==> src/rtl/spi_ctl_pkg.sv <==
package spi_ctl_pkg;
  localparam int unsigned ADDR_W = 8;
  localparam int unsigned BUS_W  = 32;

  // register byte addresses
  localparam logic [ADDR_W-1:0] A_IDENT    = 8'h00;
  localparam logic [ADDR_W-1:0] A_HOLD     = 8'h40;
  localparam logic [ADDR_W-1:0] A_IEN      = 8'h80;
  localparam logic [ADDR_W-1:0] A_IPEND    = 8'h84;
  localparam logic [ADDR_W-1:0] A_ISRC     = 8'h88;
  localparam logic [ADDR_W-1:0] A_SYNC     = 8'hC0;
  localparam logic [ADDR_W-1:0] A_CMD_ROOM = 8'hD0;
  localparam logic [ADDR_W-1:0] A_TX_ROOM  = 8'hD4;
  localparam logic [ADDR_W-1:0] A_RX_LVL   = 8'hD8;
  localparam logic [ADDR_W-1:0] A_CMD_PUSH = 8'hE0;
  localparam logic [ADDR_W-1:0] A_TX_PUSH  = 8'hE4;
  localparam logic [ADDR_W-1:0] A_RX_POP   = 8'hE8;
  localparam logic [ADDR_W-1:0] A_RX_PEEK  = 8'hEC;

  // interrupt cause bit positions
  localparam int unsigned IRQ_N       = 4;
  localparam int unsigned IRQ_CMD_LOW = 0;
  localparam int unsigned IRQ_TX_LOW  = 1;
  localparam int unsigned IRQ_RX_HIGH = 2;
  localparam int unsigned IRQ_SYNC    = 3;

  localparam logic [7:0] IDENT_MAJOR = 8'd1;
endpackage

==> src/rtl/ctl_thresholds.sv <==
module ctl_thresholds #(
  parameter int unsigned LVL_W       = 6,
  parameter int unsigned CMD_AE_ROOM = 16,
  parameter int unsigned TX_AE_ROOM  = 16,
  parameter int unsigned RX_AF_LEVEL = 24
) (
  input  logic [LVL_W-1:0] cmd_room,
  input  logic [LVL_W-1:0] tx_room,
  input  logic [LVL_W-1:0] rx_level,
  output logic             cmd_low,
  output logic             tx_low,
  output logic             rx_high
);
  localparam logic [LVL_W-1:0] CMD_THR = LVL_W'(CMD_AE_ROOM);
  localparam logic [LVL_W-1:0] TX_THR  = LVL_W'(TX_AE_ROOM);
  localparam logic [LVL_W-1:0] RX_THR  = LVL_W'(RX_AF_LEVEL);

  always_comb begin
    cmd_low = (cmd_room >= CMD_THR);
    tx_low  = (tx_room  >= TX_THR);
    rx_high = (rx_level >= RX_THR);
  end
endmodule

==> src/rtl/ctl_irq_unit.sv <==
module ctl_irq_unit #(
  parameter int unsigned N = 4
) (
  input  logic         clk,
  input  logic         rst_n,
  input  logic [N-1:0] cause,
  input  logic         en_wr,
  input  logic [N-1:0] en_wdata,
  input  logic         clr_wr,
  input  logic [N-1:0] clr_mask,
  output logic [N-1:0] pending,
  output logic [N-1:0] enable,
  output logic [N-1:0] source,
  output logic         irq
);
  always_ff @(posedge clk or negedge rst_n) begin
    if (!rst_n)     enable <= '0;
    else if (en_wr) enable <= en_wdata;
  end

  for (genvar i = 0; i < N; i++) begin : g_bit
    logic kill;
    assign kill = clr_wr && clr_mask[i];

    always_ff @(posedge clk or negedge rst_n) begin
      if (!rst_n)        pending[i] <= 1'b0;
      else if (cause[i]) pending[i] <= 1'b1;
      else if (kill)     pending[i] <= 1'b0;
    end

    assert_cause_sets_R13: assert property (@(posedge clk) disable iff (!rst_n)
      cause[i] |=> pending[i]);
    assert_clear_works_R4: assert property (@(posedge clk) disable iff (!rst_n)
      (kill && !cause[i]) |=> !pending[i]);
  end

  assign source = pending & enable;
  assign irq    = |source;
endmodule

==> src/rtl/ctl_read_mux.sv <==
module ctl_read_mux import spi_ctl_pkg::*; #(
  parameter int unsigned LVL_W     = 6,
  parameter int unsigned DATA_W    = 8,
  parameter int unsigned SYNC_W    = 8,
  parameter logic [7:0]  VER_MINOR = 8'h02,
  parameter logic [7:0]  VER_PATCH = 8'h61
) (
  input  logic [ADDR_W-1:0] addr,
  input  logic              hold,
  input  logic [IRQ_N-1:0]  enable,
  input  logic [IRQ_N-1:0]  pending,
  input  logic [IRQ_N-1:0]  source,
  input  logic [SYNC_W-1:0] sync_last,
  input  logic [LVL_W-1:0]  cmd_room,
  input  logic [LVL_W-1:0]  tx_room,
  input  logic [LVL_W-1:0]  rx_level,
  input  logic              rx_valid,
  input  logic [DATA_W-1:0] rx_data,
  output logic [BUS_W-1:0]  value
);
  logic [BUS_W-1:0] head;
  assign head = rx_valid ? BUS_W'(rx_data) : '0;

  always_comb begin
    case (addr)
      A_IDENT:    value = {8'h00, IDENT_MAJOR, VER_MINOR, VER_PATCH};
      A_HOLD:     value = BUS_W'(hold);
      A_IEN:      value = BUS_W'(enable);
      A_IPEND:    value = BUS_W'(pending);
      A_ISRC:     value = BUS_W'(source);
      A_SYNC:     value = BUS_W'(sync_last);
      A_CMD_ROOM: value = BUS_W'(cmd_room);
      A_TX_ROOM:  value = BUS_W'(tx_room);
      A_RX_LVL:   value = BUS_W'(rx_level);
      A_RX_POP:   value = head;
      A_RX_PEEK:  value = head;
      default:    value = '0;
    endcase
  end
endmodule

==> src/rtl/spi_cmd_ctl_regs.sv <==
module spi_cmd_ctl_regs import spi_ctl_pkg::*; #(
  parameter int unsigned LVL_W       = 6,
  parameter int unsigned CMD_W       = 16,
  parameter int unsigned DATA_W      = 8,
  parameter int unsigned SYNC_W      = 8,
  parameter int unsigned CMD_AE_ROOM = 16,
  parameter int unsigned TX_AE_ROOM  = 16,
  parameter int unsigned RX_AF_LEVEL = 24,
  parameter logic [7:0]  VER_MINOR   = 8'h02,
  parameter logic [7:0]  VER_PATCH   = 8'h61
) (
  input  logic              clk,
  input  logic              rst_n,
  input  logic              bus_wen,
  input  logic              bus_ren,
  input  logic [ADDR_W-1:0] bus_addr,
  input  logic [BUS_W-1:0]  bus_wdata,
  output logic [BUS_W-1:0]  bus_rdata,
  output logic              bus_rvalid,
  output logic              cmd_push_valid,
  input  logic              cmd_push_ready,
  output logic [CMD_W-1:0]  cmd_push_data,
  output logic              tx_push_valid,
  input  logic              tx_push_ready,
  output logic [DATA_W-1:0] tx_push_data,
  input  logic              rx_valid,
  output logic              rx_ready,
  input  logic [DATA_W-1:0] rx_data,
  input  logic [LVL_W-1:0]  cmd_room,
  input  logic [LVL_W-1:0]  tx_room,
  input  logic [LVL_W-1:0]  rx_level,
  input  logic              sync_valid,
  input  logic [SYNC_W-1:0] sync_id,
  output logic              engine_reset,
  output logic              irq
);
  logic wr_hold, wr_ien, wr_iclr;
  logic cmd_low, tx_low, rx_high;
  logic [IRQ_N-1:0] cause, pending, enable, source;
  logic [SYNC_W-1:0] sync_last;
  logic [BUS_W-1:0] rd_value;
  logic wdata_unused;
  logic ready_unused;

  assign wdata_unused = ^bus_wdata[BUS_W-1:CMD_W];
  // a push with ready low is dropped; nothing here depends on ready
  assign ready_unused = cmd_push_ready ^ tx_push_ready;

  // write decode
  assign wr_hold = bus_wen && (bus_addr == A_HOLD);
  assign wr_ien  = bus_wen && (bus_addr == A_IEN);
  assign wr_iclr = bus_wen && (bus_addr == A_IPEND);

  // queue ports
  assign cmd_push_valid = bus_wen && (bus_addr == A_CMD_PUSH);
  assign cmd_push_data  = bus_wdata[CMD_W-1:0];
  assign tx_push_valid  = bus_wen && (bus_addr == A_TX_PUSH);
  assign tx_push_data   = bus_wdata[DATA_W-1:0];
  assign rx_ready       = bus_ren && (bus_addr == A_RX_POP) && rx_valid;

  ctl_thresholds #(
    .LVL_W(LVL_W), .CMD_AE_ROOM(CMD_AE_ROOM),
    .TX_AE_ROOM(TX_AE_ROOM), .RX_AF_LEVEL(RX_AF_LEVEL)
  ) u_thr (
    .cmd_room(cmd_room), .tx_room(tx_room), .rx_level(rx_level),
    .cmd_low(cmd_low), .tx_low(tx_low), .rx_high(rx_high)
  );

  always_comb begin
    cause = '0;
    cause[IRQ_CMD_LOW] = cmd_low;
    cause[IRQ_TX_LOW]  = tx_low;
    cause[IRQ_RX_HIGH] = rx_high;
    cause[IRQ_SYNC]    = sync_valid;
  end

  ctl_irq_unit #(.N(IRQ_N)) u_irq (
    .clk(clk), .rst_n(rst_n), .cause(cause),
    .en_wr(wr_ien), .en_wdata(bus_wdata[IRQ_N-1:0]),
    .clr_wr(wr_iclr), .clr_mask(bus_wdata[IRQ_N-1:0]),
    .pending(pending), .enable(enable), .source(source), .irq(irq)
  );

  always_ff @(posedge clk or negedge rst_n) begin
    if (!rst_n)       engine_reset <= 1'b1;
    else if (wr_hold) engine_reset <= bus_wdata[0];
  end

  always_ff @(posedge clk or negedge rst_n) begin
    if (!rst_n)          sync_last <= '0;
    else if (sync_valid) sync_last <= sync_id;
  end

  ctl_read_mux #(
    .LVL_W(LVL_W), .DATA_W(DATA_W), .SYNC_W(SYNC_W),
    .VER_MINOR(VER_MINOR), .VER_PATCH(VER_PATCH)
  ) u_rmux (
    .addr(bus_addr), .hold(engine_reset), .enable(enable),
    .pending(pending), .source(source), .sync_last(sync_last),
    .cmd_room(cmd_room), .tx_room(tx_room), .rx_level(rx_level),
    .rx_valid(rx_valid), .rx_data(rx_data), .value(rd_value)
  );

  always_ff @(posedge clk or negedge rst_n) begin
    if (!rst_n) begin
      bus_rdata  <= '0;
      bus_rvalid <= 1'b0;
    end else begin
      bus_rvalid <= bus_ren;
      if (bus_ren) bus_rdata <= rd_value;
    end
  end

  assert_read_latency_R12: assert property (@(posedge clk) disable iff (!rst_n)
    bus_ren |=> bus_rvalid);
  assert_sync_capture_R6: assert property (@(posedge clk) disable iff (!rst_n)
    sync_valid |=> (sync_last == $past(sync_id)));
  assert_hold_release_R2: assert property (@(posedge clk) disable iff (!rst_n)
    (wr_hold && !bus_wdata[0]) |=> !engine_reset);
  assert_no_empty_pop_R10: assert property (@(posedge clk) disable iff (!rst_n)
    !rx_valid |-> !rx_ready);
endmodule

==> config.mk <==
export PLATFORM = sky130hd
export DESIGN_NAME = spi_cmd_ctl_regs
export DESIGN_NICKNAME = d
export VERILOG_FILES = /design/src/rtl/spi_ctl_pkg.sv /design/src/rtl/ctl_thresholds.sv /design/src/rtl/ctl_irq_unit.sv /design/src/rtl/ctl_read_mux.sv /design/src/rtl/spi_cmd_ctl_regs.sv
export SDC_FILE = /design/constraint.sdc
export NUM_CORES = 1
export LEC_CHECK = 0
export CAP_MARGIN = 30
export CORE_UTILIZATION = 45
export CTS_BUF_LIST = sky130_fd_sc_hd__clkbuf_4
export CTS_CLUSTER_SIZE = 30
export DETAILED_ROUTE_END_ITERATION = 16
export HOLD_SLACK_MARGIN = 0.1
export PLACE_DENSITY = 0.88
export SLEW_MARGIN = 15
export SYNTH_ARGS = -nofsm -noshare
export SYNTH_HDL_FRONTEND = slang
export SYNTH_HIERARCHICAL = 1
export SYNTH_SLANG_ARGS = --single-unit
export TNS_END_PERCENT = 1
==> constraint.sdc <==
create_clock -name clk -period 3.8 [get_ports clk]
set_input_delay 0.38 -clock clk [delete_from_list [all_inputs] [get_ports clk]]
set_output_delay 0.38 -clock clk [all_outputs]
set_load 0.1 [all_outputs]
==> results.toml, run 1 <==
[pwr]
ir_drop_mv = 0.305
p_leak_nw = 1.55
powerDensity_nw_per_um2 = 363

[timing]
min_period_ns = 2.83
hold_slack_ns = 0.498
tightest_slew_ns = 1.00
fin_setup_tns_ns = 0
skew_ns = 0.00772
grt_setup_unrepaired = "false"
fin_crit_sh = 0.745
slew_violations = 0
timing.fmax_ghz = 0.353
slew_headroom = 0.330
hold_viol_final = 0
setup_viol = 0

[detailed_routing]
drt_iter0_drc = 119
ant_nets = 0
firstDrtPassIters = 4
wl_per_cell_um = 16.4
vias_per_cell = 5.18
drc_errors = 0
wirelength_um = 6510
via_count = 2051

[placed_design]
dp.cells = 387
gp_congestion = 0.842
portBuffers = 97
dpl.hpwl_um = 5080

[finish]
fill_cells = 479
area_delta_synth_final_pct = 29.4
final_nets = 402
multiInputGateArea_um2 = 1290
final_cell_count_no_fill = 396
seq_area_um2 = 1250
antenna_cells = 0
drive_above_1_share = 0.106

[grt]
grt_antenna_before_repair = 0
grt_use_met3 = 0.0780
grt_use_total = 0.201
grt_most_used_layer = "met2"
grtUsageMet1 = 0.240
grt_pass1_wl_um = 10100
use_met2 = 0.328
grt_max_degree = 35
grt_pass1_vias = 2154
overflow = 0

[setup_path]
worstReg2RegStart = "u_irq/pending[1]"
startpoint_type = "flop"
cp.required_ns = 3.42
slowest_stage = "clkdlybuf4s50_1"
worstPathArrival_ns = 2.45
crit_fanout = 3
path_class = "reg2out"
worstRegToRegCells = 5
regToRegSetupSlack_ns = 2.07
cp_cell_sequence = "and2_4, or4_4, clkdlybuf4s50_1"
startpoint = "u_irq/pending[2]"
regToRegEndpoint = "bus_rdata[1]"
slowest_delay_ns = 1.00
crit_path_end_kind = "output pin"

[cts]
cts_setup_buffers = 0
clock_sinks = 50
cts-root-buf = "clkbuf_4"
cts_tree = "yes"
cts_buffers = 5
clock_path_buffers = 2
cts.htree.levels = 2
cts_hold_buf = 1
insertion_delay_ns = 0.36
cts_resized = 0
clk_pin_slew_ns = 0.14

[synthesis]
syn_area_um2 = 2890
ys_async_sr_fraction = 1.00
yosysWarnings = 6
synthFlopType = "dfrtp_1"
synth.area.top_cells = "dfrtp_1 (42%), mux2_1 (16%), buf_4 (12%), mux2i_1 (2.1%), mux2_2 (1.9%)"
synth_top_area_share = 0.424
syn_inst = 248
ys_types = 50
synth_commonest_cells = "dfrtp_1 (49), buf_4 (47), mux2_1 (41), nand2_1 (10)"
synth_edf_count = 0
ys_seq_elements = 50
postSynthAreaPerCell_um2 = 11.7
yosysMostFrequentCell = "dfrtp_1"
yosysTopAreaCell = "dfrtp_1"
seq_area_frac_synth = 0.433

[worst_hold_path]
hold_end = "bus_rdata[27]"
hold_path.startpoint = "bus_rdata[27]"
whs_path_depth = 1
min_path_type = "reg2reg"

[die]
core_area_um2 = 6060
fp.dieW_um = 82.2
die_h_um = 82.2
ios = 144
start_util = 0.477
row_count = 28
dieArea_um2 = 6750

[status]
run_status = "finished, final reports clean"

[run]
drv_cap = 0
==> worst max-delay path: cells and delay by family, from the launching register on <==
| family | cells | cell delay, ns |
|---|---|---|
| buffers and inverters | 1 | 1.00 |
| flip-flops | 1 | 0.42 |
| AND/OR/NAND/NOR | 2 | 0.68 |
==> kinds of logic after synthesis <==
| group | Yosys count | share of synthesized area |
|---|---|---|
| and+or+nand+nor | 60 | 0.138 |
| buffers and inverters | 58 | 0.151 |
| muxes | 52 | 0.200 |
| DFF | 50 | 0.433 |
| AOI/OAI and AO/OA | 27 | 0.0766 |
| other | 1 | 0.00130 |
==> where the power goes <==
part	switching, mW	internal [mW]
combinational	0.323	0.143
clock	0.160	0.146
sequential	0.0184	0.568
total	0.501	0.857
==> per-stage QoR <==
step                      total power, mW  setup slack (ns)  cell area (um^2)  utilization
after floorplan                      1.01             0.846              2980            -
after global routing                 1.42             0.890              3740        0.618
after global placement               1.05             0.924              3620        0.598
after CTS                            1.37             0.949              3740        0.618
final                                1.36             0.970              3740        0.618
after detailed placement             1.06             0.881              3650        0.602
==> state kept, by name (all words and copies together) (netlist names) <==
register       cells
u_irq/pending      4
u_irq/enable       4
bus_rvalid         1
engine_reset       1
sync_last          8
bus_rdata         32
==> cell type report <==
cell class | instances | share of cell area
clock buffers | 6 | 0.0120
clock inverters | 2 | 0.0100
inverters | 1 | 0.00100
multi-input cells | 161 | 0.344
flip-flops and latches | 50 | 0.335
well taps | 75 | 0.0251
repair buffers | 101 | 0.273
==> worst max-delay path by stage <==
stage,end,depth (start not counted)
after floorplan,rx_ready,4
after global placement,u_irq/enable[2],4
after detailed placement,u_irq/enable[0],4
after CTS,irq,3
after global routing,irq,3
final,irq,3
==> metal layers <==
layer / vias up / share of wire
met5: - / 0
met4: 0 / 0.019
met3: 11 / 0.10
met2: 91 / 0.46
met1: 972 / 0.42
li1: 977 / -
==> cells in the final DEF, fill, tap and decap left out, types with 4 or more instances in the layout <==
master and count:
mux2_2 5, clkdlybuf4s50_1 93, mux2i_1 6, nor4_1 5
and2_1 4, mux2_1 41, nand2_1 10, clkbuf_4 6
a21o_1 4, buf_4 4, conb_1 22, nor3_1 6
nor2_1 5, dfrtp_1 49
Note: power is estimated with default switching activity, not from simulation.
==> inputs of run 2 (changes only) <==
- CORE_UTILIZATION: 45 -> 42
- PLACE_DENSITY: 0.88 -> 0.83
- clock period: 3.8 -> 2.8 ns (I/O delays scaled with it)
==> run 2 against run 1 <==
Against the previous run:
- utilization down 4.5 points
- via count up 2.8%
- register-to-register slack worse by 1.0 ns
- critical path type is now in2out
- worst hold slack worse by 0.11 ns
- combinational power up 33%
- flip-flop and latch count unchanged
- clock-buffer cell count down 1
- clock skew up 0.0014 ns
- critical path depth up 1
==> results.toml, run 2 (synthesis results as in run 1) <==
[status]
run_status = "finished, final reports clean"

[finish]
final_nets = 411
fill_cells = 564
antenna_cells = 0
regMostFlops = "bus_rdata"
layout_common_cells = "buf_4 (54), clkdlybuf4s50_1 (50), dfrtp_1 (49), mux2_1 (41), conb_1 (22)"
drive_above_1_share = 0.261
reg_top3 = "bus_rdata: 32 flops, sync_last: 8 flops"
layout.cells.most_common = "buf_4"
largest_register_ffs = 32
area_delta_synth_final_pct = 28.5
final_cell_count_no_fill = 407

[timing]
fin_setup_tns_ns = 0
hold_viol_final = 0
setup_viol = 0
timing.fmax_ghz = 0.458
fin_crit_sh = 0.780
tightest_slew_ns = 0.765
min_period_ns = 2.18
slew_headroom = 0.486
grt_setup_unrepaired = "false"
slew_violations = 0
skew_ns = 0.00916

[detailed_routing]
firstDrtPassIters = 4
drc_errors = 0
ant_nets = 0
wirelength_um = 6480
vias_per_cell = 5.18
via_count = 2109
drt_iter0_drc = 129
wl_per_cell_um = 15.9

[pwr]
powerDensity_nw_per_um2 = 489
ir_drop_mv = 0.496
p_leak_nw = 1.66

[grt]
grt_pass1_wl_um = 10400
grt_antenna_before_repair = 0
grt_max_degree = 33
overflow = 0
grt_pass1_vias = 2195
grt_use_total = 0.185

[cts]
insertion_delay_ns = 0.35
clock_sinks = 50
cts-root-buf = "clkbuf_4"
cts_resized = 0
cts_hold_buf = 1
clk_pin_slew_ns = 0.14
cts_tree = "yes"
cts_buffers = 5
clock_path_buffers = 2
cts.htree.levels = 2
cts_setup_buffers = 0

[setup_path]
path_class = "in2out"
worstPathArrival_ns = 1.90
slowest_delay_ns = 0.67
slowest_stage = "clkdlybuf4s50_1"
cp.required_ns = 2.52
crit_fanout = 13
crit_family = "buffers and inverters"
startpoint_type = "primary input"
crit_buf_inv = 2
crit_path_end_kind = "output pin"
cp_cell_sequence = "clkdlybuf4s50_1, or4_4, nor2_1, buf_12"

[die]
dieArea_um2 = 7220
start_util = 0.445
row_count = 29
die_h_um = 85.0
ios = 144
core_area_um2 = 6490
fp.dieW_um = 85.0

[run]
drv_cap = 0

[placed_design]
dp.cells = 398
portBuffers = 97
dpl.hpwl_um = 5180
gp_congestion = 0.860

[worst_hold_path]
min_path_type = "in2async"
==> run 2: routing by layer <==
layer / wire [um] / part of all wire / global-route usage / vias up
li1: - / - / - / 996
met1: 2670 / 0.41 / 0.220 / 1012
met2: 3090 / 0.48 / 0.306 / 87
met3: 611 / 0.094 / 0.0788 / 14
met4: 106 / 0.016 / 0.0570 / 0
met5: 0 / 0 / 0 / -
==> run 2: path summary, 6_finish.rpt <==
| path | start | endpoint | slack, ns | cells after the start |
|---|---|---|---|---|
| hold reg to reg | sync_last[2] | sync_last[2] | 0.50 | 1 |
| max in group asynchronous | rst_n | engine_reset | 1.80 | 3 |
| setup / recovery | bus_addr[3] | cmd_push_valid | 0.62 | 4 |
| min in group clk | sync_last[2] | sync_last[2] | 0.50 | 1 |
| hold / removal | rst_n | bus_rdata[21] | 0.39 | 2 |
| setup reg to reg | u_irq/pending[1] | bus_rdata[1] | 1.07 | 5 |
==> run 2: power by group <==
group / switching [mW] / internal (mW)
logic: 0.437 / 0.183
clock network: 0.216 / 0.185
registers: 0.0259 / 0.771
total: 0.679 / 1.14
==> run 2: area by class of cell <==
class	count	area, um^2	share of cell area
Clock buffer	5	37.5	0.0101
Clock inverter	3	40.0	0.0108
Inverter	1	3.75	0.00101
Multi-Input combinational cell	161	1290	0.346
Sequential cell	50	1250	0.337
Tap cell	77	96.3	0.0259
Timing Repair Buffer	110	1000	0.269
==> run 2: per-stage QoR <==
| step | hold WS [ns] | worst slack [ns] | instance area, um^2 | power, mW | util |
|---|---|---|---|---|---|
| after CTS | 0.372 | 0.608 | 3720 | 1.85 | 0.573 |
| after detailed placement | 0.259 | 0.365 | 3630 | 1.43 | 0.559 |
| final | 0.390 | 0.616 | 3720 | 1.82 | 0.573 |
| after global routing | 0.410 | 0.522 | 3720 | 1.89 | 0.573 |
| after global placement | 0.469 | 0.412 | 3610 | 1.42 | 0.556 |
| after floorplan | -0.0156 | 0.0460 | 2980 | 1.37 | - |
==> run 2: worst register-to-register path: cells and delay by family (launching register included) <==
kind             cells  cell delay, ns
and+or+nand+nor      3            0.76
muxes                2            0.48
DFF                  1            0.42
